==> src/rtl/brf_pkg.sv <==
package brf_pkg;

    localparam int NUM_BANKS  = 8;
    localparam int BANK_W     = $clog2(NUM_BANKS);
    localparam int GP_REGS    = 16;
    localparam int EXT_REGS   = 4;
    localparam int SLOTS      = GP_REGS + EXT_REGS;
    localparam int SLOT_W     = $clog2(SLOTS);
    localparam int BYTE_W     = 8;
    localparam int LANES      = 3;
    localparam int DATA_W     = LANES * BYTE_W;
    localparam int FMT_W      = 4;
    localparam int SPEC_W     = 4;
    localparam int REMAP_OFS  = 4;   // byte offset of the alternate implied group
    localparam int EXT_PAIR0  = 4;   // first pair that extends to 24 bits

    typedef enum logic [FMT_W-1:0] {
        FMT_A    = 4'd0,
        FMT_X    = 4'd1,
        FMT_B    = 4'd2,
        FMT_C    = 4'd3,
        FMT_R    = 4'd4,
        FMT_RLO  = 4'd5,
        FMT_RHI  = 4'd6,
        FMT_RX   = 4'd7,
        FMT_AX   = 4'd8,
        FMT_RP   = 4'd9,
        FMT_RPLO = 4'd10,
        FMT_RPHI = 4'd11,
        FMT_WHL  = 4'd12,
        FMT_RG   = 4'd13
    } fmt_e;

    typedef logic [SLOT_W-1:0] slot_t;

    // Physical location of an operand: which byte lanes exist and their slots
    typedef struct packed {
        logic [LANES-1:0]             lane_en;
        logic [LANES-1:0][SLOT_W-1:0] slot;
    } loc_t;

    function automatic loc_t byte_loc(input slot_t s);
        loc_t l;
        l         = '0;
        l.lane_en = LANES'(1);
        l.slot[0] = s;
        return l;
    endfunction

    function automatic loc_t pair_loc(input logic [2:0] n);
        loc_t l;
        l         = '0;
        l.lane_en = LANES'(3);
        l.slot[0] = slot_t'({n, 1'b0});
        l.slot[1] = slot_t'({n, 1'b1});
        return l;
    endfunction

    function automatic loc_t ext_loc(input logic [1:0] k);
        loc_t l;
        l         = pair_loc(3'(EXT_PAIR0) + {1'b0, k});
        l.lane_en = LANES'(7);
        l.slot[2] = slot_t'(GP_REGS) + slot_t'(k);
        return l;
    endfunction

    // Access width in bytes for a format code, 0 when the code is invalid
    function automatic int unsigned fmt_bytes(input logic [FMT_W-1:0] f);
        if (f <= FMT_RX)  return 1;
        if (f <= FMT_RPHI) return 2;
        if (f <= FMT_RG)  return 3;
        return 0;
    endfunction

endpackage

==> src/rtl/brf_bank_ctl.sv <==
module brf_bank_ctl #(
    parameter int BANK_W = 3
) (
    input  logic              clk,
    input  logic              rst,
    input  logic              ld,
    input  logic [BANK_W-1:0] sel,
    output logic [BANK_W-1:0] bank
);
    always_ff @(posedge clk) begin
        if (rst)     bank <= '0;
        else if (ld) bank <= sel;
    end
endmodule

==> src/rtl/brf_opdec.sv <==
module brf_opdec
    import brf_pkg::*;
(
    input  logic [FMT_W-1:0]  fmt,
    input  logic [SPEC_W-1:0] spec,
    input  logic              remap,
    output loc_t              loc
);
    slot_t      ofs;
    logic [2:0] acc_pair;

    assign ofs      = remap ? slot_t'(REMAP_OFS) : '0;
    assign acc_pair = remap ? 3'(REMAP_OFS / 2) : 3'd0;

    always_comb begin
        case (fmt_e'(fmt))
            FMT_X:    loc = byte_loc(slot_t'(0) + ofs);
            FMT_A:    loc = byte_loc(slot_t'(1) + ofs);
            FMT_C:    loc = byte_loc(slot_t'(2) + ofs);
            FMT_B:    loc = byte_loc(slot_t'(3) + ofs);
            FMT_R:    loc = byte_loc(slot_t'(spec));
            FMT_RLO:  loc = byte_loc(slot_t'(spec[2:0]));
            FMT_RHI:  loc = byte_loc(slot_t'({1'b1, spec[2:0]}));
            FMT_RX:   loc = byte_loc(slot_t'(GP_REGS) + slot_t'(spec[1:0]));
            FMT_AX:   loc = pair_loc(acc_pair);
            FMT_RP:   loc = pair_loc(spec[2:0]);
            FMT_RPLO: loc = pair_loc({1'b0, spec[1:0]});
            FMT_RPHI: loc = pair_loc({1'b1, spec[1:0]});
            FMT_WHL:  loc = ext_loc(2'd3);
            FMT_RG:   loc = ext_loc(spec[1:0]);
            default:  loc = '0;
        endcase
    end
endmodule

==> src/rtl/brf_store.sv <==
module brf_store
    import brf_pkg::*;
#(
    parameter int BANKS  = 8,
    parameter int NSLOTS = 20,
    parameter int RPORTS = 2,
    localparam int BW    = $clog2(BANKS)
) (
    input  logic              clk,
    input  logic              rst,
    input  logic [BW-1:0]     bank,
    input  logic              we,
    input  loc_t              wloc,
    input  logic [DATA_W-1:0] wdata,
    input  loc_t              rloc  [RPORTS],
    output logic [DATA_W-1:0] rdata [RPORTS]
);
    logic [BYTE_W-1:0] mem [BANKS][NSLOTS];

    always_ff @(posedge clk) begin
        if (rst) begin
            for (int b = 0; b < BANKS; b++)
                for (int s = 0; s < NSLOTS; s++)
                    mem[b][s] <= '0;
        end else if (we) begin
            for (int l = 0; l < LANES; l++)
                if (wloc.lane_en[l])
                    mem[bank][wloc.slot[l]] <= wdata[l*BYTE_W +: BYTE_W];
        end
    end

    for (genvar p = 0; p < RPORTS; p++) begin : g_rd
        always_comb begin
            rdata[p] = '0;
            for (int l = 0; l < LANES; l++)
                if (rloc[p].lane_en[l])
                    rdata[p][l*BYTE_W +: BYTE_W] = mem[bank][rloc[p].slot[l]];
        end
    end
endmodule

==> src/rtl/banked_regfile.sv <==
module banked_regfile
    import brf_pkg::*;
#(
    parameter int N_BANKS = NUM_BANKS,
    localparam int BW     = $clog2(N_BANKS)
) (
    input  logic              clk,
    input  logic              rst,
    input  logic              bank_ld_i,
    input  logic [BW-1:0]     bank_sel_i,
    input  logic              remap_i,
    input  logic              wr_en_i,
    input  logic [FMT_W-1:0]  wr_fmt_i,
    input  logic [SPEC_W-1:0] wr_spec_i,
    input  logic [DATA_W-1:0] wr_data_i,
    input  logic [FMT_W-1:0]  rda_fmt_i,
    input  logic [SPEC_W-1:0] rda_spec_i,
    output logic [DATA_W-1:0] rda_data_o,
    input  logic [FMT_W-1:0]  rdb_fmt_i,
    input  logic [SPEC_W-1:0] rdb_spec_i,
    output logic [DATA_W-1:0] rdb_data_o,
    output logic [BW-1:0]     bank_o
);
    localparam int RPORTS = 2;

    logic [FMT_W-1:0]  rd_fmt  [RPORTS];
    logic [SPEC_W-1:0] rd_spec [RPORTS];
    loc_t              rd_loc  [RPORTS];
    logic [DATA_W-1:0] rd_data [RPORTS];
    loc_t              wr_loc;

    assign rd_fmt[0]  = rda_fmt_i;
    assign rd_spec[0] = rda_spec_i;
    assign rd_fmt[1]  = rdb_fmt_i;
    assign rd_spec[1] = rdb_spec_i;
    assign rda_data_o = rd_data[0];
    assign rdb_data_o = rd_data[1];

    brf_bank_ctl #(.BANK_W(BW)) bank_i (
        .clk  (clk),
        .rst  (rst),
        .ld   (bank_ld_i),
        .sel  (bank_sel_i),
        .bank (bank_o)
    );

    brf_opdec wdec_i (
        .fmt   (wr_fmt_i),
        .spec  (wr_spec_i),
        .remap (remap_i),
        .loc   (wr_loc)
    );

    for (genvar p = 0; p < RPORTS; p++) begin : g_rdec
        brf_opdec rdec_i (
            .fmt   (rd_fmt[p]),
            .spec  (rd_spec[p]),
            .remap (remap_i),
            .loc   (rd_loc[p])
        );
    end

    brf_store #(
        .BANKS  (N_BANKS),
        .NSLOTS (SLOTS),
        .RPORTS (RPORTS)
    ) store_i (
        .clk   (clk),
        .rst   (rst),
        .bank  (bank_o),
        .we    (wr_en_i),
        .wloc  (wr_loc),
        .wdata (wr_data_i),
        .rloc  (rd_loc),
        .rdata (rd_data)
    );
endmodule

==> config.mk <==
export PLATFORM = sky130hd
export DESIGN_NAME = banked_regfile
export DESIGN_NICKNAME = d
export VERILOG_FILES = /design/src/rtl/brf_pkg.sv /design/src/rtl/brf_bank_ctl.sv /design/src/rtl/brf_opdec.sv /design/src/rtl/brf_store.sv /design/src/rtl/banked_regfile.sv
export SDC_FILE = /design/constraint.sdc
export NUM_CORES = 2
export LEC_CHECK = 0
export ABC_AREA = 1
export BUFFER_PORTS_ARGS = -buffer_cell sky130_fd_sc_hd__buf_4
export CORE_ASPECT_RATIO = 1.1
export CORE_MARGIN = 8
export CORE_UTILIZATION = 45
export DETAILED_ROUTE_END_ITERATION = 10
export SYNTH_ARGS = -nofsm -noshare
export SYNTH_HDL_FRONTEND = slang
export SYNTH_SLANG_ARGS = --single-unit
==> constraint.sdc <==
create_clock -name clk -period 2.6 [get_ports clk]
set_input_delay 0 -clock clk [delete_from_list [all_inputs] [get_ports clk]]
set_output_delay 0 -clock clk [all_outputs]
set_load 0.02 [all_outputs]
== Word-level counts from Yosys, hierarchy flattened ==
Memories as Yosys holds them, arrays and structs flattened. A register that Yosys moved wholly into a read port is not among the register bits.
Cells that the tools add are included.

* ROM bits: 0
* RAM bits: 1280
* Input bits: 56
* Logic and storage cells: 772
* Flip-flop bits (word level): 3
* Memories: 1
* Latch bits: 0

{| class="wikitable"
|+ Memories
! name !! words !! bits a word !! read ports !! clocked after Yosys merged registers in !! wr ports !! line !! RTL
|-
| store_i.mem || 8 || 160 || 1 || 1 || 8 || brf_store.sv:18 || <nowiki>logic [BYTE_W-1:0] mem [BANKS][NSLOTS];</nowiki>
|}

* Add/subtract/negate cells: 9
* Reductions and logical operators: 7
* Div/mod/pow operators: 0
* $mul: 0
* Eq/ne operators: 39
* Magnitude comparators: 12
* Bitwise logic cells: 329
* Shift operators: 0
* Multiplexer cells: 374

{| class="wikitable"
|+ Operators by type and width
! operator !! count
|-
| 2-to-1 mux 160 bit || 5
|-
| case mux 18 bit (14 select lines) || 3
|-
| 2-to-1 mux 1 bit || 331
|-
| bitwise OR 1 bit || 320
|-
| binary-select mux 8 bit (select 5 bit) || 6
|-
| 2-to-1 mux 8 bit || 21
|-
| OR reduction 160 bit || 1
|-
| demux 8 bit (select 5 bit) || 3
|-
| == test 4 bit, second input constant || 18
|-
| >= comparator 6 bit, second input constant || 9
|-
| NOT 5 -> 6 bit || 9
|-
| == test 4 x 3 -> 1 bit, second input constant || 12
|-
| == test 4 x 2 -> 1 bit, second input constant || 6
|-
| less-than comparator 6 x 1 -> 1 bit, second input constant || 3
|-
| adder 5 x 2 -> 5 bit, first input constant || 3
|-
| == test 4 x 1 -> 1 bit, second input constant || 3
|-
| zero test 4 bit || 3
|-
| 2-to-1 mux 3 bit || 4
|-
| adder 2 x 5 -> 5 bit, first input constant || 2
|-
| adder 3 x 2 -> 3 bit, first input constant || 3
|-
| adder 1 x 5 -> 5 bit, first input constant || 1
|-
| logical AND 1 bit || 3
|-
| 2-to-1 mux 2 bit || 1
|}

== Depth between registers and ports, before layout ==
* Depth in word-level cells: 13
* Gate-level depth with buffers: 15
* Depth with buffers taken out: 14

== By module ==
From an unflattened synthesis, not the netlist that was laid out.

* Cells, all modules: 9182
* Area total of the unflattened synthesis: 72932.4 um2

{| class="wikitable"
|+ Modules (own cells, without submodules)
! module !! instances !! cells an instance !! area each (um2) !! seq. area each (um2)
|-
| brf_store || 1 || 8986 || 71990.3 || 38436.9
|-
| brf_opdec || 3 || 59 || 274.0 || 0.0
|-
| brf_bank_ctl || 1 || 19 || 120.1 || 60.1
|}

== Least setup slack after synthesis ==
Ideal clock, no wire load.

* Path type: register to output
* Start: reg (tool-made name)
* End: out rdb_data_o[22]
* Stages on the path, launching flop included: 11
* Path buffers: 3
* Slack: 472 ps
* Data arrival time: 2128 ps
* Cell sequence: dfxtp_1 buf_2 clkbuf_1 clkbuf_1 nand2_1 nand3_1 nand2_1 o21a_1 nand2_1 o21ai_0 a221oi_1

{| class="wikitable"
|+ RTL lines
! what !! line !! RTL
|-
| to (decl) || banked_regfile.sv:21 || <nowiki>output logic [DATA_W-1:0] rdb_data_o,</nowiki>
|}

==> impl_metrics.py <==
metrics = {
    "outcome": {
        "status": "finished with violations",
        "violations": "negative setup slack",
    },
    "die": {
        "die_w_um": 375,
        "start_util_pct": 45.1,
        "coreArea_um2": 142000,
        "die_h_um": 411,
        "num_rows": 145,
        "dieArea_um2": 154000,
        "ios": 107,
    },
    "yosys": {
        "synth_top_family_by_area": "simple AND/OR/NAND/NOR gates",
        "synth.top_cell.area_share_pct": 60.2,
        "ys_ff_latch": 1286,
        "ys.flop_type": "edfxtp_1",
        "synth_xor_area_share_pct": 0,
        "synth.yosys.seq_area_share_pct": 60.4,
        "yosys-top-cells-area": "edfxtp_1 60%, nand2_1 14%, nand3_1 9.7%, nor2_1 8.0%, clkbuf_1 2.1%",
        "synth.most_common_cell": "nand2_1",
        "yosysWarnings": 0,
        "synth_top_area_cell": "edfxtp_1",
        "synthAdderAreaFrac_pct": 0,
        "syn_inst": 7267,
        "synth-compound-area-share_pct": 3.63,
        "synth_commonest_cells": "2348 x nand2_1, 1365 x nor2_1, 1280 x edfxtp_1",
        "postSynth.asyncResetShare_pct": 0,
        "synthSimpleGateAreaFrac_pct": 32.7,
        "synth_area_um2": 63900,
        "syn_area_per_cell_um2": 8.79,
        "synth_nets": 7323,
        "synth_edf_count": 1280,
        "synthMuxAreaShare_pct": 0,
        "ys_types": 39,
    },
    "grt": {
        "antenna_found_initial": 0,
        "grt_pass1_wl_mm": 349,
        "grt_max_degree": 144,
        "grtUsageTotal_pct": 30.2,
        "first_global_vias": 53000,
        "overflow": 0,
    },
    "pwr": {
        "p_sw_uw": 15000,
        "pwr_density_cell_nw_per_um2": 665,
        "p_sw_share_pct": 28.5,
        "p_leak_uw": 0.0326,
        "p_seq_share_pct": 44.8,
        "p_int_uw": 37800,
        "comb_power_share_pct": 17.8,
        "vdd_ir_drop_max_mv": 0.712,
        "pwr-share-clk_pct": 37.4,
    },
    "setup_path": {
        "regToRegSetupSlack_ps": 310,
        "cp_max_fo": 8,
        "path_class": "reg2out",
        "crit_family": "buffers and inverters",
        "reg2reg_to": "store_i.mem[7][119]",
        "critPathArrivalTime_ps": 3400,
        "cp_num_buf_inv": 8,
        "endpoint_kind": "primary output",
        "worst_path_largest_cell_delay_ps": 410,
        "crit_top_cell": "nand2_1",
        "path_cells": "buf_6 > buf_12 > buf_16 > buf_12 > buf_12 > buf_16 > nand2_1 > nand3_1 > nand3_2 > nand2_2 > o211ai_1 > nand2_1 > nand2_1 > nand2_1 > nand2_1 > a21oi_2 > buf_4 > buf_4",
        "startpoint_type": "flop",
        "critPathSlowestCell": "dfxtp_4",
        "required_ps": 2600,
        "r2r-start": "bank_i.bank[2]",
        "reg2reg_depth": 5,
    },
    "drt": {
        "wl_per_cell_um": 25.2,
        "drc_errors": 0,
        "drtPass1Iterations": 6,
        "viasPerCell": 5.84,
        "ant_nets": 0,
        "first_iter_violations": 7351,
        "vias": 56500,
        "wirelength_mm": 243,
    },
    "clock_tree": {
        "numCtsBuffers": 138,
        "clk_path_buf_depth": 3,
        "htreeDepth": 4,
        "clk_pin_slew_ps": 60,
        "cts_sinks": 1286,
        "clock-root-buffer": "clkbuf_16",
        "insertion_delay_ps": 790,
        "cts_tree": "yes",
    },
    "sta": {
        "clock.fmax_ghz": 0.294,
        "tns_ps": -32050,
        "timing.final.crit_period_ps": 3400,
        "holdWs_ps": 28.4,
        "worst_slew_pin_slew_ps": 1020,
        "hold_violations": 0,
        "fin_crit_sh_pct": 131,
        "rsz0062_at_grt": "yes",
        "finClkSkew_ps": 17.0,
        "slew_violations": 0,
        "setup_viol": 48,
        "setup_slack_ps": -804,
        "slew_headroom_pct": 31.9,
    },
    "layout": {
        "fin_area_um2": 79400,
        "nNetsFinal": 7783,
        "drive_above_1_share_pct": 19.7,
        "fillCellCount": 12400,
        "synthToLayoutAreaGrowth_pct": 24.3,
    },
    "worst_hold_path": {
        "hold_depth": 5,
        "hold_class": "in2reg",
        "min_from": "rst",
    },
    "job": {
        "maxCapViolations": 0,
    },
    "placement": {
        "gp_congestion": 0.986,
        "placed_cell_area_um2": 71000,
        "port_buffers": 106,
        "dp_hpwl_mm": 157,
    },
}
worst reg2reg max path, cell delays in order (launching register included):
cell,delay (ps)
dfxtp_1,480
inv_1,210
nor3_2,330
buf_12,310
nand2_2,250
nand2_1,370
routing by layer:
metal	global-route usage [%]	share of wire, %	vias up
li1	-	-	25500
met1	39.1	38	27200
met2	47.8	46	3139
met3	5.95	9.8	634
met4	16.6	6.5	0
met5	0	0	-
cell families (layout without fill, tap and decap cells):
kind of cell           after synthesis  after routing
other                                0              1
buffers and inverters              550           1121
AO/OA/AOI/OAI                      368            368
flip-flops                        1286           1286
AND/OR/NAND/NOR                   5063           5063
power groups by stage:
stage                     sequential [µW]  clock (µW)  combinational (µW)
after floorplan                     24000           0                4020
after global placement              24100           0                7970
after detailed placement            24100           0                8000
after CTS                           23700       19800                8580
after global routing                23700       20600                9810
final                               23700       19800                9370
what timing repair did:
action,CTS,global route
pin swaps,17,67
endpoints found under the hold margin,700,0
setup endpoints to repair,48,48
setup buffers,17,14
resized for setup,247,388
cloned,18,14
hold buffers,33,0
area by class of cell:
cell class              instances  area [µm²]  share of cell area (%)
diodes                          1        2.50                 0.00315
clock buffers                 170        3640                    4.58
clock inverters                81         820                    1.03
inverters                      96         432                   0.544
multi-input cells            5431       25100                    31.7
flip-flops and latches       1286       38600                    48.6
well taps                    1837        2300                    2.90
repair buffers                774        8470                    10.7
registers in the layout, indices dropped and copies added (netlist names), named ones only:
name         cells
store_i.mem   1280
bank_i.bank      3
placed cells by master, fill, tap and decap left out, drive strengths merged, types with 33 or more instances in the layout:
cell and n:
edfxtp 1280, nand3 1235, dlygate4sd3 33, a21oi 111, o21ai 186, clkbuf 182, buf 722, o211ai 38
clkinv 61, nor2 1378, inv 101, nand2 2415
worst max path at each step:
stage | end | start | slack [ps] | cells after the start
3_5_place_dp | rda_data_o[14] | flop | -140 | 14
5_1_grt | rdb_data_o[1] | flop | -910 | 19
2_1_floorplan | rdb_data_o[22] | flop | 470 | 10
6_report | rdb_data_o[6] | flop | -800 | 18
3_3_place_gp | rda_data_o[14] | flop | -180 | 14
4_1_cts | rdb_data_o[3] | flop | -810 | 14
through the flow:
stage	util [%]	power [µW]	worst slack (ps)	instances
floorplan	-	28000	472	7267
global placement	50.1	32000	-184	9332
detailed placement	50.1	32100	-141	9332
CTS	54.7	52100	-807	9651
global route	56.1	54200	-913	9675
finish	56.1	52800	-804	9676
Note: power is estimated with default switching activity, not from simulation.
